## config.mk

```make
export PLATFORM = sky130hd
export DESIGN_NAME = bwsram_pipe
export DESIGN_NICKNAME = d
export VERILOG_FILES = /design/src/rtl/bwsram_pkg.sv /design/src/rtl/bwsram_wdec.sv /design/src/rtl/bwsram_array.sv /design/src/rtl/bwsram_fwd.sv /design/src/rtl/bwsram_pipe.sv
export SDC_FILE = /design/constraint.sdc
export NUM_CORES = 1
export LEC_CHECK = 0
export ABC_AREA = 1
export BUFFER_PORTS_ARGS = -buffer_cell sky130_fd_sc_hd__buf_2
export CELL_PAD_IN_SITES_DETAIL_PLACEMENT = 1
export CELL_PAD_IN_SITES_GLOBAL_PLACEMENT = 2
export CORE_MARGIN = 3
export CORE_UTILIZATION = 41
export DETAILED_ROUTE_END_ITERATION = 8
export GPL_ROUTABILITY_DRIVEN = 0
export PLACE_DENSITY_LB_ADDON = 0.1
export SETUP_SLACK_MARGIN = 0.05
export SLEW_MARGIN = 20
export SYNTH_ARGS = -nofsm -noshare
export SYNTH_HDL_FRONTEND = slang
export SYNTH_SLANG_ARGS = --single-unit
```

## constraint.sdc

```tcl
create_clock -name clk -period 3.41 [get_ports clk]
set_input_delay 0 -clock clk [delete_from_list [all_inputs] [get_ports clk]]
set_output_delay 0 -clock clk [all_outputs]
set_load 0.01 [all_outputs]
```

## src/rtl/bwsram_pkg.sv

```systemverilog
package bwsram_pkg;
    localparam int LANE_BITS = 9;

    typedef enum logic [1:0] {
        CMD_IDLE  = 2'd0,
        CMD_READ  = 2'd1,
        CMD_WRITE = 2'd2
    } cmd_e;
endpackage

```

## src/rtl/bwsram_wdec.sv

```systemverilog
module bwsram_wdec
    import bwsram_pkg::*;
#(
    parameter int LANES = 2,
    localparam int DW = LANES * LANE_BITS
) (
    input  logic             cs_n,
    input  logic             gw_n,
    input  logic             bwe_n,
    input  logic [LANES-1:0] lane_we_n,
    output cmd_e             cmd,
    output logic [DW-1:0]    bit_mask
);
    logic [LANES-1:0] lane_on;

    for (genvar k = 0; k < LANES; k++) begin : g_lane
        assign lane_on[k] = ~gw_n | (~bwe_n & ~lane_we_n[k]);
        assign bit_mask[k*LANE_BITS +: LANE_BITS] = {LANE_BITS{lane_on[k]}};
    end

    always_comb begin
        if (cs_n)          cmd = CMD_IDLE;
        else if (|lane_on) cmd = CMD_WRITE;
        else               cmd = CMD_READ;
    end
endmodule

```

## src/rtl/bwsram_array.sv

```systemverilog
module bwsram_array #(
    parameter int ADDR_W = 6,
    parameter int DW = 18,
    localparam int DEPTH = 1 << ADDR_W
) (
    input  logic              clk,
    input  logic              we,
    input  logic [ADDR_W-1:0] waddr,
    input  logic [DW-1:0]     wdata,
    input  logic [DW-1:0]     wmask,
    input  logic [ADDR_W-1:0] raddr,
    output logic [DW-1:0]     rdata
);
    logic [DW-1:0] mem [DEPTH];

    always_ff @(posedge clk) begin
        if (we) mem[waddr] <= (mem[waddr] & ~wmask) | (wdata & wmask);
    end

    assign rdata = mem[raddr];
endmodule

```

## src/rtl/bwsram_fwd.sv

```systemverilog
module bwsram_fwd #(
    parameter int ADDR_W = 6,
    parameter int DW = 18
) (
    input  logic [DW-1:0]     arr_data,
    input  logic              wb_valid,
    input  logic [ADDR_W-1:0] wb_addr,
    input  logic [DW-1:0]     wb_data,
    input  logic [DW-1:0]     wb_mask,
    input  logic [ADDR_W-1:0] rd_addr,
    output logic [DW-1:0]     merged
);
    logic hit;

    assign hit    = wb_valid && (wb_addr == rd_addr);
    assign merged = hit ? ((arr_data & ~wb_mask) | (wb_data & wb_mask)) : arr_data;
endmodule

```

## src/rtl/bwsram_pipe.sv

```systemverilog
module bwsram_pipe
    import bwsram_pkg::*;
#(
    parameter int ADDR_W = 6,
    parameter int LANES = 2,
    localparam int DW = LANES * LANE_BITS
) (
    input  logic              clk,
    input  logic              rst_n,
    input  logic              cs_n,
    input  logic [ADDR_W-1:0] addr,
    input  logic [DW-1:0]     wdata,
    input  logic [LANES-1:0]  lane_we_n,
    input  logic              bwe_n,
    input  logic              gw_n,
    input  logic              oe_n,
    output logic [DW-1:0]     dq_o,
    output logic              dq_oe
);
    cmd_e              dec_cmd;
    logic [DW-1:0]     dec_mask;
    cmd_e              s1_state;
    logic [ADDR_W-1:0] s1_addr;
    logic [DW-1:0]     s1_data;
    logic [DW-1:0]     s1_mask;
    logic              wb_valid;
    logic [ADDR_W-1:0] wb_addr;
    logic [DW-1:0]     wb_data;
    logic [DW-1:0]     wb_mask;
    logic [DW-1:0]     arr_rdata;
    logic [DW-1:0]     fwd_rdata;
    logic              out_valid;
    logic [DW-1:0]     dq_q;

    bwsram_wdec #(.LANES(LANES)) u_wdec (
        .cs_n      (cs_n),
        .gw_n      (gw_n),
        .bwe_n     (bwe_n),
        .lane_we_n (lane_we_n),
        .cmd       (dec_cmd),
        .bit_mask  (dec_mask)
    );

    // Command state register: next state is the decoded current cycle.
    always_ff @(posedge clk or negedge rst_n) begin
        if (!rst_n) s1_state <= CMD_IDLE;
        else        s1_state <= dec_cmd;
    end

    always_ff @(posedge clk) begin
        s1_addr <= addr;
        s1_data <= wdata;
        s1_mask <= dec_mask;
    end

    // Posted write buffer: committed to the array on the following edge.
    always_ff @(posedge clk or negedge rst_n) begin
        if (!rst_n) wb_valid <= 1'b0;
        else        wb_valid <= (s1_state == CMD_WRITE);
    end

    always_ff @(posedge clk) begin
        if (s1_state == CMD_WRITE) begin
            wb_addr <= s1_addr;
            wb_data <= s1_data;
            wb_mask <= s1_mask;
        end
    end

    bwsram_array #(.ADDR_W(ADDR_W), .DW(DW)) u_array (
        .clk   (clk),
        .we    (wb_valid),
        .waddr (wb_addr),
        .wdata (wb_data),
        .wmask (wb_mask),
        .raddr (s1_addr),
        .rdata (arr_rdata)
    );

    bwsram_fwd #(.ADDR_W(ADDR_W), .DW(DW)) u_fwd (
        .arr_data (arr_rdata),
        .wb_valid (wb_valid),
        .wb_addr  (wb_addr),
        .wb_data  (wb_data),
        .wb_mask  (wb_mask),
        .rd_addr  (s1_addr),
        .merged   (fwd_rdata)
    );

    // Output register stage, steered by the command state.
    always_ff @(posedge clk or negedge rst_n) begin
        if (!rst_n) begin
            out_valid <= 1'b0;
            dq_q      <= '0;
        end else begin
            unique case (s1_state)
                CMD_READ: begin
                    out_valid <= 1'b1;
                    dq_q      <= fwd_rdata;
                end
                CMD_WRITE, CMD_IDLE: out_valid <= 1'b0;
                default:             out_valid <= 1'b0;
            endcase
        end
    end

    // Asynchronous output gating.
    always_comb begin
        dq_oe = out_valid & ~oe_n;
        dq_o  = dq_oe ? dq_q : '0;
    end
endmodule

```

==> results.json, run 1 <==
{
  "outcome": "finished clean",
  "crit_fanout": 60,
  "core_area_um2": 147000,
  "rsz0062_at_grt": "false",
  "root_buffer": "clkbuf_16",
  "final.min_clock_period_ns": 3.32,
  "synth_top_area_frac": 0.581,
  "worst_setup_path_end_kind": "flop",
  "seqPwrFrac": 0.440,
  "cts.sinks": 1232,
  "ys_top_cells_by_count": "2876 x nand2_1, 2042 x nand3_1, 1178 x edfxtp_1",
  "htreeDepth": 4,
  "syn_avg_cell_area_um2": 8.87,
  "die_h_um": 391,
  "synth_top_area_cell": "edfxtp_1",
  "vias": 53900,
  "wl_per_cell_um": 29.2,
  "routed_wl_um": 261000,
  "routed_via_density": 6.03,
  "io_buffers": 50,
  "holdBufCountCts": 61,
  "drc_errors": 0,
  "synth-main-ff-cell": "edfxtp_1",
  "synthToLayoutAreaGrowth_pct": 15.1,
  "ys_ff_latch": 1232,
  "slew-limit-headroom": 0.314,
  "net-switching-power_uw": 12100,
  "cts_tree": "yes",
  "first_pass_iters": 6,
  "cts_buffer_depth": 3,
  "yosysMostFrequentCell": "nand2_1",
  "row_count": 140,
  "synth_warnings": 0,
  "synth_edf_count": 1178,
  "post-route-period-util": 0.974,
  "hpwl_um": 152000,
  "whs_ns": 0.108,
  "cp.arrival_ns": 3.87,
  "clock_power_share": 0.372,
  "antenna_found_initial": 6,
  "start_util": 0.415,
  "die_w_um": 391,
  "pwr-share-comb": 0.187,
  "grt_pass1_vias": 54500,
  "startpoint_type": "flop",
  "final.setup_skew_ns": 0.0252,
  "sw_frac_of_total": 0.301,
  "synth.area.top_cells": "edfxtp_1 58%, nand2_1 18%, nand3_1 17%",
  "finalInstanceArea_um2": 70100,
  "cts_buffers": 145,
  "synth_nets": 6896,
  "synthDistinctLibCells": 24,
  "nets": 6943,
  "grt_use_total": 0.338,
  "fmax_mhz": 301,
  "cts_repair_resize_count": 0,
  "grt_max_degree": 109,
  "fin_tns_setup_ns": 0,
  "crit_required_ns": 3.96,
  "synthCells": 6864,
  "hold_violations": 0,
  "worstSetupPathType": "reg -> reg",
  "final_antenna_net_count": 0,
  "grt_pass1_wl_um": 377000,
  "hold_path_class": "in -> reg",
  "p_leak_uw": 0.0273,
  "clk_pin_slew_worst_paths_ns": 0.06,
  "fillerInstances": 16600,
  "finalSetupViolations": 0,
  "total_power_uw": 40400,
  "power.density_nw_per_um2": 576,
  "syn_area_um2": 60900,
  "drt_iter0_drc": 5645,
  "drive_above_1_share": 0.0921,
  "dpl_cell_area_um2": 65000,
  "async_flop_share": 0.0179,
  "postCtsSetupBuffers": 0,
  "drv_slew": 0,
  "tightest_slew_ns": 1.02,
  "vdd_drop_max_mv": 0.446,
  "grt_overflow": 0,
  "p_int_uw": 28300,
  "yosysSeqAreaShare": 0.600,
  "drv_cap": 0,
  "die_area_um2": 153000,
  "clkLatencyLatePin_ns": 0.78,
  "io_pins": 51
}
## sequential cells by signal, indices dropped and copies added, names as in the netlist, named ones only
register,count
u_array.mem,1152
dq_q,18
s1_data,18
wb_data,18
s1_addr,6
wb_addr,6
s1_mask,2
s1_state,2
wb_mask,2
out_valid,1
wb_valid,1
## layout by cell type (no fill, tap or decap), types with 2 or more instances in the layout
cell type and n:
dfxtp_1 22, dfxtp_4 8, nand2_1 2876, nand4_1 9, buf_12 96, clkinvlp_4 5
nand3_1 2042, inv_2 5, dlygate4sd3_1 61, inv_8 4, o21ai_4 18, nor2_2 56
clkbuf_8 2, clkbuf_1 34, inv_1 59, nor2_1 24, clkinv_1 38, dfrtp_1 22
edfxtp_1 1178, inv_6 6, nor2_4 3, buf_4 195, nor4_2 9, o21ai_0 8
diode_2 2, buf_2 51, clkbuf_16 153, dfxtp_2 2, clkinv_2 26, bufinv_16 6
## cell type report
class,count,area [um^2],area share
Multi-Input combinational cell,5049,22000,0.314
Timing Repair Buffer,403,4250,0.0606
Clock inverter,71,499,0.00712
Sequential cell,1232,36600,0.522
Antenna cell,2,5.00,0.0000714
Inverter,80,355,0.00507
Tap cell,1917,2400,0.0342
Clock buffer,189,3980,0.0568
## power by group through the flow
stage,clock [uW],sequential (uW),combinational [uW]
after floorplan,0,18100,3810
after global placement,0,18100,7320
after detailed placement,0,18100,7400
after CTS,15300,17800,7490
after global routing,15900,17800,8050
final,15000,17800,7570
## per-layer routing
metal  wire length [um]  track usage
met1             107000        0.450
met2             122000        0.547
met3              19800       0.0496
met4              12400        0.151
met5                 14            0
## worst paths after layout
kind                       slack [ns]    startpoint                 end  depth (start not counted)
setup / recovery                 0.09          flop  u_array.mem[51][1]                         14
hold / removal                   0.11  lane_we_n[0]          s1_mask[8]                          3
setup reg to reg                 0.09          flop  u_array.mem[51][1]                         14
hold reg to reg                  0.40    s1_data[4]          wb_data[4]                          0
max in group asynchronous        2.60         rst_n             dq_q[0]                          4
min in group asynchronous        0.45         rst_n            dq_q[17]                          4
## metrics by stage
| step | util | setup slack [ns] | instances |
|---|---|---|---|
| after floorplan | - | 0.358 | 6864 |
| after global placement | 0.443 | 0.251 | 8619 |
| after detailed placement | 0.443 | 0.184 | 8619 |
| after CTS | 0.478 | 0.179 | 8940 |
| after global routing | 0.478 | 0.0584 | 8941 |
| final | 0.478 | 0.0884 | 8943 |
## worst max-delay path: stages, from the launching register on
cell and delay [ns]:
dfxtp_4 0.43, inv_16 0.24, buf_4 0.23, buf_12 0.26, nand2_1 0.09, nand3_1 0.08, nand3_1 0.09, nand3_1 0.12
nand2_1 0.10, nand2_1 0.18, nand3_1 0.41, nand2_1 0.21, nand2_1 0.10, o21ai_4 0.11, buf_12 0.30
## cells by family after synthesis
| logic type | share of synthesized area |
|---|---|
| buffers and inverters | 0.0448 |
| DFF | 0.600 |
| AOI/OAI and AO/OA | 0.00247 |
| and+or+nand+nor | 0.352 |
Note: power is estimated with default switching activity, not from simulation.
==> inputs of run 2 (changes only) <==
==> constraint.sdc (replaced) <==
create_clock -name clk -period 3.41 [get_ports clk]
set_input_delay 0.1705 -clock clk [delete_from_list [all_inputs] [get_ports clk]]
set_output_delay 0.1705 -clock clk [all_outputs]
set_load 0.01 [all_outputs]
==> run 2 against run 1 <==
  * Count of clock-buffer cells in the layout did not move
  * Flip-flop and latch count did not move
  * Global-route usage shrank 0.12 points
  * Clock power hardly changed
  * Sequential share of layout area is 0.13 points higher
  * Worst setup slack about the same
  * Register-to-register slack hardly changed
  * Total power about the same
  * First-iteration DRC count increased by 1.4%
  * Largest power group unchanged
  * Highest routed layer unchanged
==> results.json, run 2 (synthesis gave the netlist of run 1 again) <==
{
  "grt_use_total": 0.337,
  "cts.sinks": 1232,
  "drt_iter0_drc": 5722,
  "final.min_clock_period_ns": 3.32,
  "seq_area_um2": 36600,
  "hold_violations": 0,
  "worstSetupPathType": "reg -> reg",
  "grt_pass1_vias": 54100,
  "net-switching-power_uw": 12100,
  "path_buf_inv": 4,
  "fmax_mhz": 301,
  "gr-usage-met3": 0.0496,
  "first_pass_iters": 6,
  "path_depth": 14,
  "io_buffers": 50,
  "startpoint_type": "flop",
  "cpMaxStageDelayCell": "dfxtp_4",
  "drc_errors": 0,
  "cts_buffer_depth": 3,
  "start_util": 0.415,
  "rsz0062_at_grt": "false",
  "r2r-end": "u_array.mem[50][1]",
  "final_antenna_net_count": 0,
  "hold_path_class": "in -> async",
  "grt_overflow": 0,
  "largest_reg_flops": 1152,
  "cp_cell_sequence": "inv_16 -> buf_4 -> buf_12 -> nand2_1 -> nand3_1 -> nand3_1 -> nand3_1 -> nand2_1 -> nand2_1 -> nand3_1 -> nand2_1 -> nand2_1 -> o21ai_4 -> buf_12",
  "layout_common_cells": "2876 x nand2_1, 2042 x nand3_1, 1178 x edfxtp_1",
  "tightest_slew_ns": 1.00,
  "layout_commonest_cell": "nand2_1",
  "hpwl_um": 152000,
  "vdd_drop_max_mv": 0.446,
  "clkLatencyLatePin_ns": 0.78,
  "htreeDepth": 4,
  "root_buffer": "clkbuf_16",
  "drv_cap": 0,
  "grt_max_degree": 109,
  "die_w_um": 391,
  "worst_setup_path_end_kind": "flop",
  "antenna_found_initial": 6,
  "fin_tns_setup_ns": 0,
  "total_power_uw": 40400,
  "top_register": "u_array.mem",
  "die_h_um": 391,
  "final.setup_skew_ns": 0.0264,
  "cp.arrival_ns": 3.87,
  "wl_per_cell_um": 29.2,
  "core_area_um2": 147000,
  "crit_family": "simple AND/OR/NAND/NOR gates",
  "drive_above_1_share": 0.0923,
  "setup_slack_ns": 0.0889,
  "clock_power_share": 0.373,
  "p_int_uw": 28200,
  "fin_util": 0.477,
  "power.density_nw_per_um2": 577,
  "pwr-share-comb": 0.187,
  "dp_slack_ns": 0.184,
  "r2r_cells": 14,
  "outcome": "finished clean",
  "vias": 53700,
  "clk_pin_slew_worst_paths_ns": 0.06,
  "cts_buffers": 145,
  "drv_slew": 0,
  "sw_frac_of_total": 0.301,
  "row_count": 140,
  "worst_path_largest_cell_delay_ns": 0.43,
  "grt_pass1_wl_um": 376000,
  "die_area_um2": 153000,
  "fillerInstances": 16700,
  "crit_path_frequent_cell": "nand2_1",
  "postCtsSetupBuffers": 0,
  "synthToLayoutAreaGrowth_pct": 14.8,
  "cts_tree": "yes",
  "top_usage_layer": "met2",
  "crit_fanout": 60,
  "grtUsageMet1": 0.449,
  "cts_repair_resize_count": 0,
  "finalSetupViolations": 0,
  "routed_via_density": 6.02,
  "r2r_setup_slack_ns": 0.09,
  "nets": 6926,
  "slew-limit-headroom": 0.327,
  "routed_wl_um": 260000,
  "multi_input_area_um2": 22000,
  "io_pins": 51,
  "use_met2": 0.546,
  "post-route-period-util": 0.974,
  "seqPwrFrac": 0.441,
  "p_leak_uw": 0.0272,
  "crit_required_ns": 3.96
}
## run 2: cell count changes in the layout (fill, tap and decap cells not counted), sizes merged
cell and delta:
diode +1, dlygate4sd3 -17
## run 2: cell type report
class	count	share of cell area
Clock inverter	71	0.00714
Multi-Input combinational cell	5049	0.315
Antenna cell	3	0.000107
Clock buffer	189	0.0570
Timing Repair Buffer	386	0.0584
Tap cell	1917	0.0343
Sequential cell	1232	0.523
Inverter	80	0.00508
## run 2: repair_timing
item                       in CTS  in global routing
hold endpoints to repair       50                  0
hold buffers                   45                  0
setup endpoints to repair       0                  0
## run 2: metrics by stage
stage / cells / hold slack (ns) / cell area, um^2
finish: 8927 / 0.00852 / 69900
global route: 8924 / 0.0109 / 69900
CTS: 8924 / 0.0000847 / 69900
detailed placement: 8619 / 0.177 / 65000
floorplan: 6864 / -0.125 / 60900
global placement: 8619 / 0.170 / 65000
## run 2: worst max path at each step
stage	from	end	slack, ns
global placement	flop	u_array.mem[51][1]	0.25
global route	flop	u_array.mem[51][1]	0.06
CTS	flop	u_array.mem[50][1]	0.18
floorplan	wb_addr[3]	u_array.mem[48][0]	0.36
finish	flop	u_array.mem[50][1]	0.09
detailed placement	flop	u_array.mem[50][1]	0.18
## run 2: per-layer routing
metal	wire length [um]	vias to the layer above
met5	13	-
met4	12200	2
met3	19900	524
met2	122000	2344
met1	106000	27300
li1	-	23600
## run 2: tightest hold or removal path: stages
cell and delay (ns):
dlygate4sd3_1 0.52, buf_2 0.11, buf_2 0.44
## run 2: power by group through the flow
| stage | Sequential [uW] | Combinational (uW) | Clock, uW |
|---|---|---|---|
| 6_report | 17800 | 7540 | 15000 |
| 4_1_cts | 17800 | 7480 | 15300 |
| 3_3_place_gp | 18100 | 7320 | 0 |
| 2_1_floorplan | 18100 | 3810 | 0 |
| 3_5_place_dp | 18100 | 7400 | 0 |
| 5_1_grt | 17800 | 8020 | 15900 |
